`src/rtl/led_tx_pkg.sv`:
```
package led_tx_pkg;

  typedef enum logic [1:0] {
    TX_IDLE,
    TX_PREP,
    TX_SEND,
    TX_GAP
  } txState_e;

  // strobes from the sequencer to the lane datapath
  typedef struct packed {
    logic fetch;      // capture the addressed byte into the holding register
    logic slotStart;  // first cycle of a bit slot
    logic loadByte;   // slot start that begins a new byte
    logic markShort;  // zero-bit lanes fall
    logic markLong;   // every lane falls
  } txStrobe_t;

  localparam logic [2:0] ORD_RGB = 3'd0;
  localparam logic [2:0] ORD_RBG = 3'd1;
  localparam logic [2:0] ORD_GRB = 3'd2;
  localparam logic [2:0] ORD_GBR = 3'd3;
  localparam logic [2:0] ORD_BRG = 3'd4;
  localparam logic [2:0] ORD_BGR = 3'd5;

endpackage

```
`src/rtl/led_order_remap.sv`:
```
module led_order_remap
  import led_tx_pkg::*;
(
  input  logic [23:0] rgbIn,
  input  logic [2:0]  order,
  output logic [23:0] wireWord
);

  logic [7:0] red, green, blue;

  assign red   = rgbIn[23:16];
  assign green = rgbIn[15:8];
  assign blue  = rgbIn[7:0];

  // wireWord[23:16] is sent first
  always_comb begin
    case (order)
      ORD_RBG: wireWord = {red, blue, green};
      ORD_GRB: wireWord = {green, red, blue};
      ORD_GBR: wireWord = {green, blue, red};
      ORD_BRG: wireWord = {blue, red, green};
      ORD_BGR: wireWord = {blue, green, red};
      default: wireWord = {red, green, blue};
    endcase
  end

endmodule

```
`src/rtl/led_tx_ctrl.sv`:
```
module led_tx_ctrl
  import led_tx_pkg::*;
#(
  parameter int LANES     = 8,
  parameter int MAX_LEDS  = 8,
  parameter int LENW      = 4,
  parameter int SLOT_CYC  = 250,
  parameter int SHORT_CYC = 60,
  parameter int LONG_CYC  = 150,
  parameter int GAP_BASE  = 60000,
  parameter int GAP_BYTE  = 2000
) (
  input  logic             clk,
  input  logic             rstN,
  input  logic             start,
  input  logic [LENW-1:0]  stripLen,
  input  logic             slowMode,
  input  logic [LANES-1:0] laneEn,
  output txStrobe_t        stb,
  output logic [LENW-1:0]  rdLed,
  output logic [1:0]       rdSel,
  output logic [LANES-1:0] laneMaskQ,
  output logic             busy
);

  localparam int SW      = $clog2(2 * SLOT_CYC + 1);
  localparam int BW      = $clog2(3 * MAX_LEDS + 1);
  localparam int GAP_MAX = GAP_BASE + GAP_BYTE * 6 * MAX_LEDS;
  localparam int CW      = $clog2(GAP_MAX + 1);

  txState_e         state;
  logic [SW-1:0]    slotCnt;
  logic [2:0]       bitCnt;
  logic [BW-1:0]    bytesLeft;
  logic [CW-1:0]    gapCnt;
  logic [CW-1:0]    gapLimit;
  logic             slowQ;
  logic [LENW-1:0]  lenClamp;
  logic [CW-1:0]    gapCalc;
  logic [SW-1:0]    slotLen, shortAt, longAt;

  assign lenClamp = (int'(stripLen) > MAX_LEDS) ? LENW'(MAX_LEDS) : stripLen;
  assign gapCalc  = CW'(GAP_BASE) + CW'(GAP_BYTE) * CW'(lenClamp) * (slowMode ? CW'(6) : CW'(3));

  assign slotLen = slowQ ? SW'(2 * SLOT_CYC)  : SW'(SLOT_CYC);
  assign shortAt = slowQ ? SW'(2 * SHORT_CYC) : SW'(SHORT_CYC);
  assign longAt  = slowQ ? SW'(2 * LONG_CYC)  : SW'(LONG_CYC);

  assign busy = (state != TX_IDLE);

  always_comb begin
    stb           = '0;
    stb.slotStart = (state == TX_SEND) && (slotCnt == '0);
    stb.loadByte  = stb.slotStart && (bitCnt == 3'd0);
    stb.fetch     = (state == TX_PREP) || stb.loadByte;
    stb.markShort = (state == TX_SEND) && (slotCnt == shortAt);
    stb.markLong  = (state == TX_SEND) && (slotCnt == longAt);
  end

  always_ff @(posedge clk or negedge rstN) begin
    if (!rstN) begin
      state     <= TX_IDLE;
      slotCnt   <= '0;
      bitCnt    <= '0;
      bytesLeft <= '0;
      gapCnt    <= '0;
      gapLimit  <= '0;
      slowQ     <= 1'b0;
      laneMaskQ <= '0;
      rdLed     <= '0;
      rdSel     <= '0;
    end else begin
      if (stb.fetch) begin
        if (rdSel == 2'd2) begin
          rdSel <= '0;
          rdLed <= rdLed + 1'b1;
        end else begin
          rdSel <= rdSel + 1'b1;
        end
      end
      if (state != TX_IDLE) gapCnt <= gapCnt + 1'b1;

      case (state)
        TX_IDLE: begin
          if (start) begin
            state     <= TX_PREP;
            gapCnt    <= '0;
            gapLimit  <= gapCalc;
            bytesLeft <= BW'(lenClamp) * BW'(3);
            slowQ     <= slowMode;
            laneMaskQ <= laneEn;
            rdLed     <= '0;
            rdSel     <= '0;
            slotCnt   <= '0;
            bitCnt    <= '0;
          end
        end
        TX_PREP: begin
          state <= (bytesLeft == '0) ? TX_GAP : TX_SEND;
        end
        TX_SEND: begin
          if (stb.loadByte) bytesLeft <= bytesLeft - 1'b1;
          if (slotCnt == slotLen - 1'b1) begin
            slotCnt <= '0;
            bitCnt  <= bitCnt + 1'b1;
            if (bitCnt == 3'd7 && bytesLeft == '0) state <= TX_GAP;
          end else begin
            slotCnt <= slotCnt + 1'b1;
          end
        end
        default: begin
          if (gapCnt >= gapLimit - 1'b1) state <= TX_IDLE;
        end
      endcase
    end
  end

endmodule

```
`src/rtl/led_tx_datapath.sv`:
```
module led_tx_datapath
  import led_tx_pkg::*;
#(
  parameter int LANES    = 8,
  parameter int MAX_LEDS = 8,
  parameter int LENW     = 4,
  parameter int LANEW    = 3,
  parameter int LEDW     = 3
) (
  input  logic             clk,
  input  logic             rstN,
  input  logic             wrEn,
  input  logic [LANEW-1:0] wrLane,
  input  logic [LEDW-1:0]  wrLed,
  input  logic [23:0]      wrColor,
  input  logic [2:0]       colorOrder,
  input  txStrobe_t        stb,
  input  logic [LENW-1:0]  rdLed,
  input  logic [1:0]       rdSel,
  input  logic [LANES-1:0] laneMask,
  output logic [LANES-1:0] laneOut
);

  logic [23:0]      pix [LANES][MAX_LEDS];
  logic [23:0]      mapped;
  logic [LEDW-1:0]  rdLedSafe;
  logic [LANES-1:0] curBits;
  logic [LANES-1:0] laneQ;

  led_order_remap u_remap (
    .rgbIn    (wrColor),
    .order    (colorOrder),
    .wireWord (mapped)
  );

  always_ff @(posedge clk) begin
    if (wrEn && int'(wrLed) < MAX_LEDS && int'(wrLane) < LANES)
      pix[wrLane][wrLed] <= mapped;
  end

  assign rdLedSafe = (int'(rdLed) < MAX_LEDS) ? rdLed[LEDW-1:0] : '0;

  for (genvar l = 0; l < LANES; l++) begin : g_lane
    logic [23:0] word;
    logic [7:0]  pick;
    logic [7:0]  holdQ;
    logic [7:0]  shiftQ;

    assign word = pix[l][rdLedSafe];

    always_comb begin
      case (rdSel)
        2'd0:    pick = word[23:16];
        2'd1:    pick = word[15:8];
        default: pick = word[7:0];
      endcase
    end

    always_ff @(posedge clk or negedge rstN) begin
      if (!rstN) begin
        holdQ  <= '0;
        shiftQ <= '0;
      end else begin
        if (stb.fetch) holdQ <= pick;
        if (stb.slotStart) shiftQ <= stb.loadByte ? holdQ : {shiftQ[6:0], 1'b0};
      end
    end

    assign curBits[l] = shiftQ[7];
  end

  always_ff @(posedge clk or negedge rstN) begin
    if (!rstN)              laneQ <= '0;
    else if (stb.markLong)  laneQ <= '0;
    else if (stb.markShort) laneQ <= laneQ & curBits;
    else if (stb.slotStart) laneQ <= laneMask;
  end

  assign laneOut = laneQ;

endmodule

```
`src/rtl/led_lane_tx.sv`:
```
module led_lane_tx
  import led_tx_pkg::*;
#(
  parameter int LANES    = 8,
  parameter int MAX_LEDS = 8,
  parameter int CLK_HZ   = 200_000_000,
  localparam int LANEW   = (LANES > 1) ? $clog2(LANES) : 1,
  localparam int LEDW    = (MAX_LEDS > 1) ? $clog2(MAX_LEDS) : 1,
  localparam int LENW    = $clog2(MAX_LEDS + 1)
) (
  input  logic             clk,
  input  logic             rstN,
  input  logic             wrEn,
  input  logic [LANEW-1:0] wrLane,
  input  logic [LEDW-1:0]  wrLed,
  input  logic [23:0]      wrColor,
  input  logic [2:0]       colorOrder,
  input  logic [LENW-1:0]  stripLen,
  input  logic [LANES-1:0] laneEn,
  input  logic             slowMode,
  input  logic             start,
  output logic             busy,
  output logic [LANES-1:0] laneOut
);

  localparam int SLOT_CYC  = CLK_HZ / 800_000;
  localparam int SHORT_CYC = CLK_HZ * 3 / 10_000_000;
  localparam int LONG_CYC  = CLK_HZ * 3 / 4_000_000;
  localparam int US_CYC    = CLK_HZ / 1_000_000;
  localparam int GAP_BASE  = 300 * US_CYC;
  localparam int GAP_BYTE  = 10 * US_CYC;

  txStrobe_t        stb;
  logic [LENW-1:0]  rdLed;
  logic [1:0]       rdSel;
  logic [LANES-1:0] laneMaskQ;

  led_tx_ctrl #(
    .LANES     (LANES),
    .MAX_LEDS  (MAX_LEDS),
    .LENW      (LENW),
    .SLOT_CYC  (SLOT_CYC),
    .SHORT_CYC (SHORT_CYC),
    .LONG_CYC  (LONG_CYC),
    .GAP_BASE  (GAP_BASE),
    .GAP_BYTE  (GAP_BYTE)
  ) u_ctrl (
    .clk       (clk),
    .rstN      (rstN),
    .start     (start),
    .stripLen  (stripLen),
    .slowMode  (slowMode),
    .laneEn    (laneEn),
    .stb       (stb),
    .rdLed     (rdLed),
    .rdSel     (rdSel),
    .laneMaskQ (laneMaskQ),
    .busy      (busy)
  );

  led_tx_datapath #(
    .LANES    (LANES),
    .MAX_LEDS (MAX_LEDS),
    .LENW     (LENW),
    .LANEW    (LANEW),
    .LEDW     (LEDW)
  ) u_dp (
    .clk        (clk),
    .rstN       (rstN),
    .wrEn       (wrEn),
    .wrLane     (wrLane),
    .wrLed      (wrLed),
    .wrColor    (wrColor),
    .colorOrder (colorOrder),
    .stb        (stb),
    .rdLed      (rdLed),
    .rdSel      (rdSel),
    .laneMask   (laneMaskQ),
    .laneOut    (laneOut)
  );

endmodule

```
`config.mk`:
```
export PLATFORM = sky130hd
export DESIGN_NAME = led_lane_tx
export DESIGN_NICKNAME = d
export VERILOG_FILES = /design/src/rtl/led_tx_pkg.sv /design/src/rtl/led_order_remap.sv /design/src/rtl/led_tx_ctrl.sv /design/src/rtl/led_tx_datapath.sv /design/src/rtl/led_lane_tx.sv
export SDC_FILE = /design/constraint.sdc
export NUM_CORES = 2
export LEC_CHECK = 0
export ABC_AREA = 1
export ABC_CLOCK_PERIOD_IN_PS = 4300
export BUFFER_PORTS_ARGS = -buffer_cell sky130_fd_sc_hd__buf_4
export CORE_MARGIN = 5
export CORE_UTILIZATION = 55
export CTS_BUF_LIST = sky130_fd_sc_hd__clkbuf_16
export DETAILED_ROUTE_END_ITERATION = 10
export GPL_TIMING_DRIVEN = 0
export PLACE_DENSITY = 0.75
export SLEW_MARGIN = 10
export SYNTH_ARGS = -nofsm -noshare
export SYNTH_HDL_FRONTEND = slang
export SYNTH_HIERARCHICAL = 1
export SYNTH_SLANG_ARGS = --single-unit
```
`constraint.sdc`:
```
create_clock -name clk -period 4.3 [get_ports clk]
set_clock_uncertainty 0.05 [all_clocks]
set_input_delay 0.43 -clock clk [delete_from_list [all_inputs] [get_ports clk]]
set_output_delay 0.43 -clock clk [all_outputs]
set_load 0.02 [all_outputs]
```
==> results.md <==
- Status: completed
- TritonCTS clock tree: yes
- DRC Markers: 0
- Post-Route WL: ~240000 um
- Util after Layout: 0.636
- Clock root cell: clkbuf_16
- Unrepaired setup endpoints after global routing: yes
- Critical path startpoint category: input pin
- Vias in the first global route: roughly 56k
- Syn Nets: 7498
- Crit. End Element: flip-flop
- Worst EP arrival: 4.78 ns
- Tmin final: approximately 4.2 ns
- Synth warn: 6
- HP Class: in2reg
- Worst vdd ir: 0.397 mV
- Vias: just under 60k
- Die Wd: between 300 and 400 um
- Crit path required time: between 4 and 5 ns
- Avg WL per Cell: 25.3 um
- Crit share post-route: 0.966
- # Max-Cap Violations: 0
- First-pass GRT wire length: 353000 um
- Most frequently used flop master after synthesis: edfxtp_1
- TritonCTS Buffers: between 150 and 200
- Initial antenna violation count: 17
- Post-synth EDFFs: approximately 1.5k
- Setup CP Type: in2reg
- Initial Util: 0.554
- Mapped Cells: approximately 7.4k
- Worst-Margin Slew: roughly 1.3 ns
- DRT Pass-1 Iters: 9
- Setup TNS Final: 0 ns
- CTS max path bufs: 3
- Total Nets Final: slightly below 8k
- Iteration-0 DRC Markers: between 8k and 9k
- Post-synthesis sequential area ratio: 0.672
- Final ANT Viol Nets: 0
- Post-Syn Area: roughly 0.076 mm^2
- Fmax: approximately 240 MHz
- Area of the multi-input gates: around 0.022 mm^2
- Area growth syn-to-layout: 14.7%
- Synth async-reset ratio: 0.116
- Critical path fanouts, max: 6
- Register area: a little over 0.05 mm^2
- Post-Syn Area per Cell: between 10 and 15 um^2
- Clk Latency, worst-skew pair: about 0.83 ns
- Die ar.: 0.146 mm^2
- H-Tree Depth: 4
- Clock Sinks: 1738
- GRT Total Usage: 0.329
- Largest net degree at the start of global routing: 72
- Relative slew margins: 0.101
- Layout cell share with drive strength beyond 1: 0.102
- Max Slew Vio Count: 0
- Chip height: 382 um
- Worst-path clk slew: approximately 0.060 ns
- Final Hold Fails: 0
- IO Port Bufs: just under 60
- Placer congestion estimate: ~0.95
- Routed vias/inst: 6.03
- Tot Pwr: 55.1 mW
- FP Rows: roughly 140
- PwrDens: roughly 630 mW/mm^2
- Netlist cell types: 54
- FILL cells: about 10k
- Number of synthesized register bits: roughly 1.7k
- CORE AREA: 0.137 mm^2
- Final setup violation count: 0
- # IOs: 59
- WHS: 0.0535 ns
- DP HPWL: 167000 um
- Grt total ovfl: 0
- LEAKAGE: approximately 35 nW
-- synthesized netlist by cell type (4+ instances only) --
master       n  share of area
a21oi_1     31         0.0020
a31oi_1      7        0.00057
buf_1       38         0.0019
buf_2      228          0.015
buf_4        8        0.00079
clkbuf_1   155         0.0076
dfrtp_1    202          0.066
edfxtp_1  1536           0.61
fa_1        15         0.0039
ha_1        56         0.0092
inv_1      596          0.029
inv_2        8        0.00039
nand2_1   2036           0.10
nand2_2      5        0.00041
nand3_1   1580           0.10
nand4_1     19         0.0016
nor2_1     578          0.028
nor2_2       6        0.00049
nor3_1      11        0.00072
nor3_2       4        0.00053
o21ai_0    171          0.011
o21ai_1      6        0.00039
xnor2_1      8        0.00092
xor2_1      24         0.0028
-- area by class of cell --
class | instances | share of cell area
Tap cell | 1794 | 0.0257
Antenna cell | 22 | 0.000630
Sequential cell | 1738 | 0.586
Timing Repair Buffer | 168 | 0.0297
Buffer | 432 | 0.0225
Multi-Input combinational cell | 4601 | 0.248
Clock inverter | 142 | 0.0110
Inverter | 606 | 0.0261
Clock buffer | 176 | 0.0504
-- registers in the layout, summed over array words and instances (netlist names) --
signal,count
u_dp/pix,1536
u_dp/g_lane.holdQ,64
u_dp/g_lane.shiftQ,64
u_ctrl/gapCnt,18
u_ctrl/gapLimit,14
u_ctrl/slotCnt,9
u_ctrl/laneMaskQ,8
u_dp/laneOut,8
u_ctrl/bytesLeft,5
u_ctrl/rdLed,4
u_ctrl/bitCnt,3
u_ctrl/rdSel,2
u_ctrl/state,2
u_ctrl/slowQ,1
-- metrics by stage --
step,area [um^2],setup WS [ns],instances
finish,87400,0.147,9679
global route,87400,-0.0247,9663
CTS,87200,0.0151,9652
detailed placement,81700,-0.979,9321
global placement,79000,-0.828,9229
floorplan,76300,-0.0633,7377
-- worst paths after layout --
check / slack (ns) / depth (start not counted) / to / start
worst max-delay path: 0.15 / 28 / u_ctrl/gapLimit[17]$_DFFE_PN0P_ / stripLen[3]
worst min-delay path: 0.05 / 5 / u_ctrl/bytesLeft[0]$_DFFE_PN0P_ / stripLen[0]
worst max register to register: 0.56 / 12 / u_dp/g_lane[1].holdQ[4]$_DFFE_PN0P_ / u_ctrl/rdLed[3]$_DFF_PN0_
worst min register to register: 0.44 / 2 / u_ctrl/laneMaskQ[2]$_DFFE_PN0P_ / u_ctrl/laneMaskQ[2]$_DFFE_PN0P_
max in group asynchronous: 2.97 / 4 / u_dp/g_lane[0].holdQ[0]$_DFFE_PN0P_ / rstN
min in group asynchronous: 0.11 / 2 / u_ctrl/laneMaskQ[4]$_DFFE_PN0P_ / rstN
-- per-layer routing --
metal  vias to the layer above  share of wire  track usage  wire [um]
li1                      25600              -            -          -
met1                     27700           0.35        0.422      84700
met3                       690           0.16        0.112      38100
met2                      4258           0.45        0.508     109000
met5                         -        0.00020     0.000992         50
met4                         8          0.051        0.157      12600
-- critical path: stages --
cell	delay [ns]
buf_4	0.17
inv_2	0.09
nand2_4	0.10
clkinvlp_4	0.17
buf_4	0.18
fa_1	0.52
ha_4	0.31
inv_2	0.06
o31ai_4	0.23
nand2_1	0.08
nand2_1	0.07
a21oi_2	0.07
xor2_2	0.21
or2_4	0.25
fa_1	0.50
inv_2	0.05
ha_4	0.28
inv_1	0.08
o21bai_2	0.18
a21oi_2	0.05
nand2_1	0.06
nand2_1	0.04
nand2_1	0.12
nand4_1	0.18
nand2_1	0.11
nand2_1	0.05
nand3_1	0.08
nand2_1	0.07
-- layout by cell type, fill, tap and decap left out, types with 27 or more instances in the layout --
master	synthesis	final
a21oi_1	31	27
buf_1	38	38
buf_12	0	69
buf_2	228	228
buf_4	8	72
clkbuf_1	155	151
clkbuf_16	0	176
clkinv_1	1	42
clkinv_2	0	31
dfrtp_1	202	202
edfxtp_1	1536	1536
ha_1	56	49
inv_1	596	631
nand2_1	2036	2033
nand3_1	1580	1555
nor2_1	578	507
nor2_4	1	68
o21ai_0	171	170
-- power by group --
part	switching [mW]	internal [mW]
Sequential	0.655	19.6
Combinational	15.3	5.22
Clock	6.46	7.92
Total	22.4	32.7
-- repair_timing --
action | 4_1_cts | 5_1_grt
setup buffers | 2 | 5
pin swaps | 0 | 3
hold buffers | 11 | 0
gates resized for setup | 3 | 15
endpoints found under the hold margin | 143 | 0
endpoints found under the setup margin | 3 | 4
-- cell families after synthesis --
group                    Yosys count  synth area share
multiplexers                       2          0.000263
AND/OR/NAND/NOR                 4258             0.239
adder cells (fa/ha/maj)           71            0.0131
other                              1         0.0000492
XOR/XNOR                          32           0.00368
buffers and inverters           1038            0.0556
AO/OA/AOI/OAI                    237            0.0167
flip-flops                      1738             0.672
(Power assumes the default switching activity.)
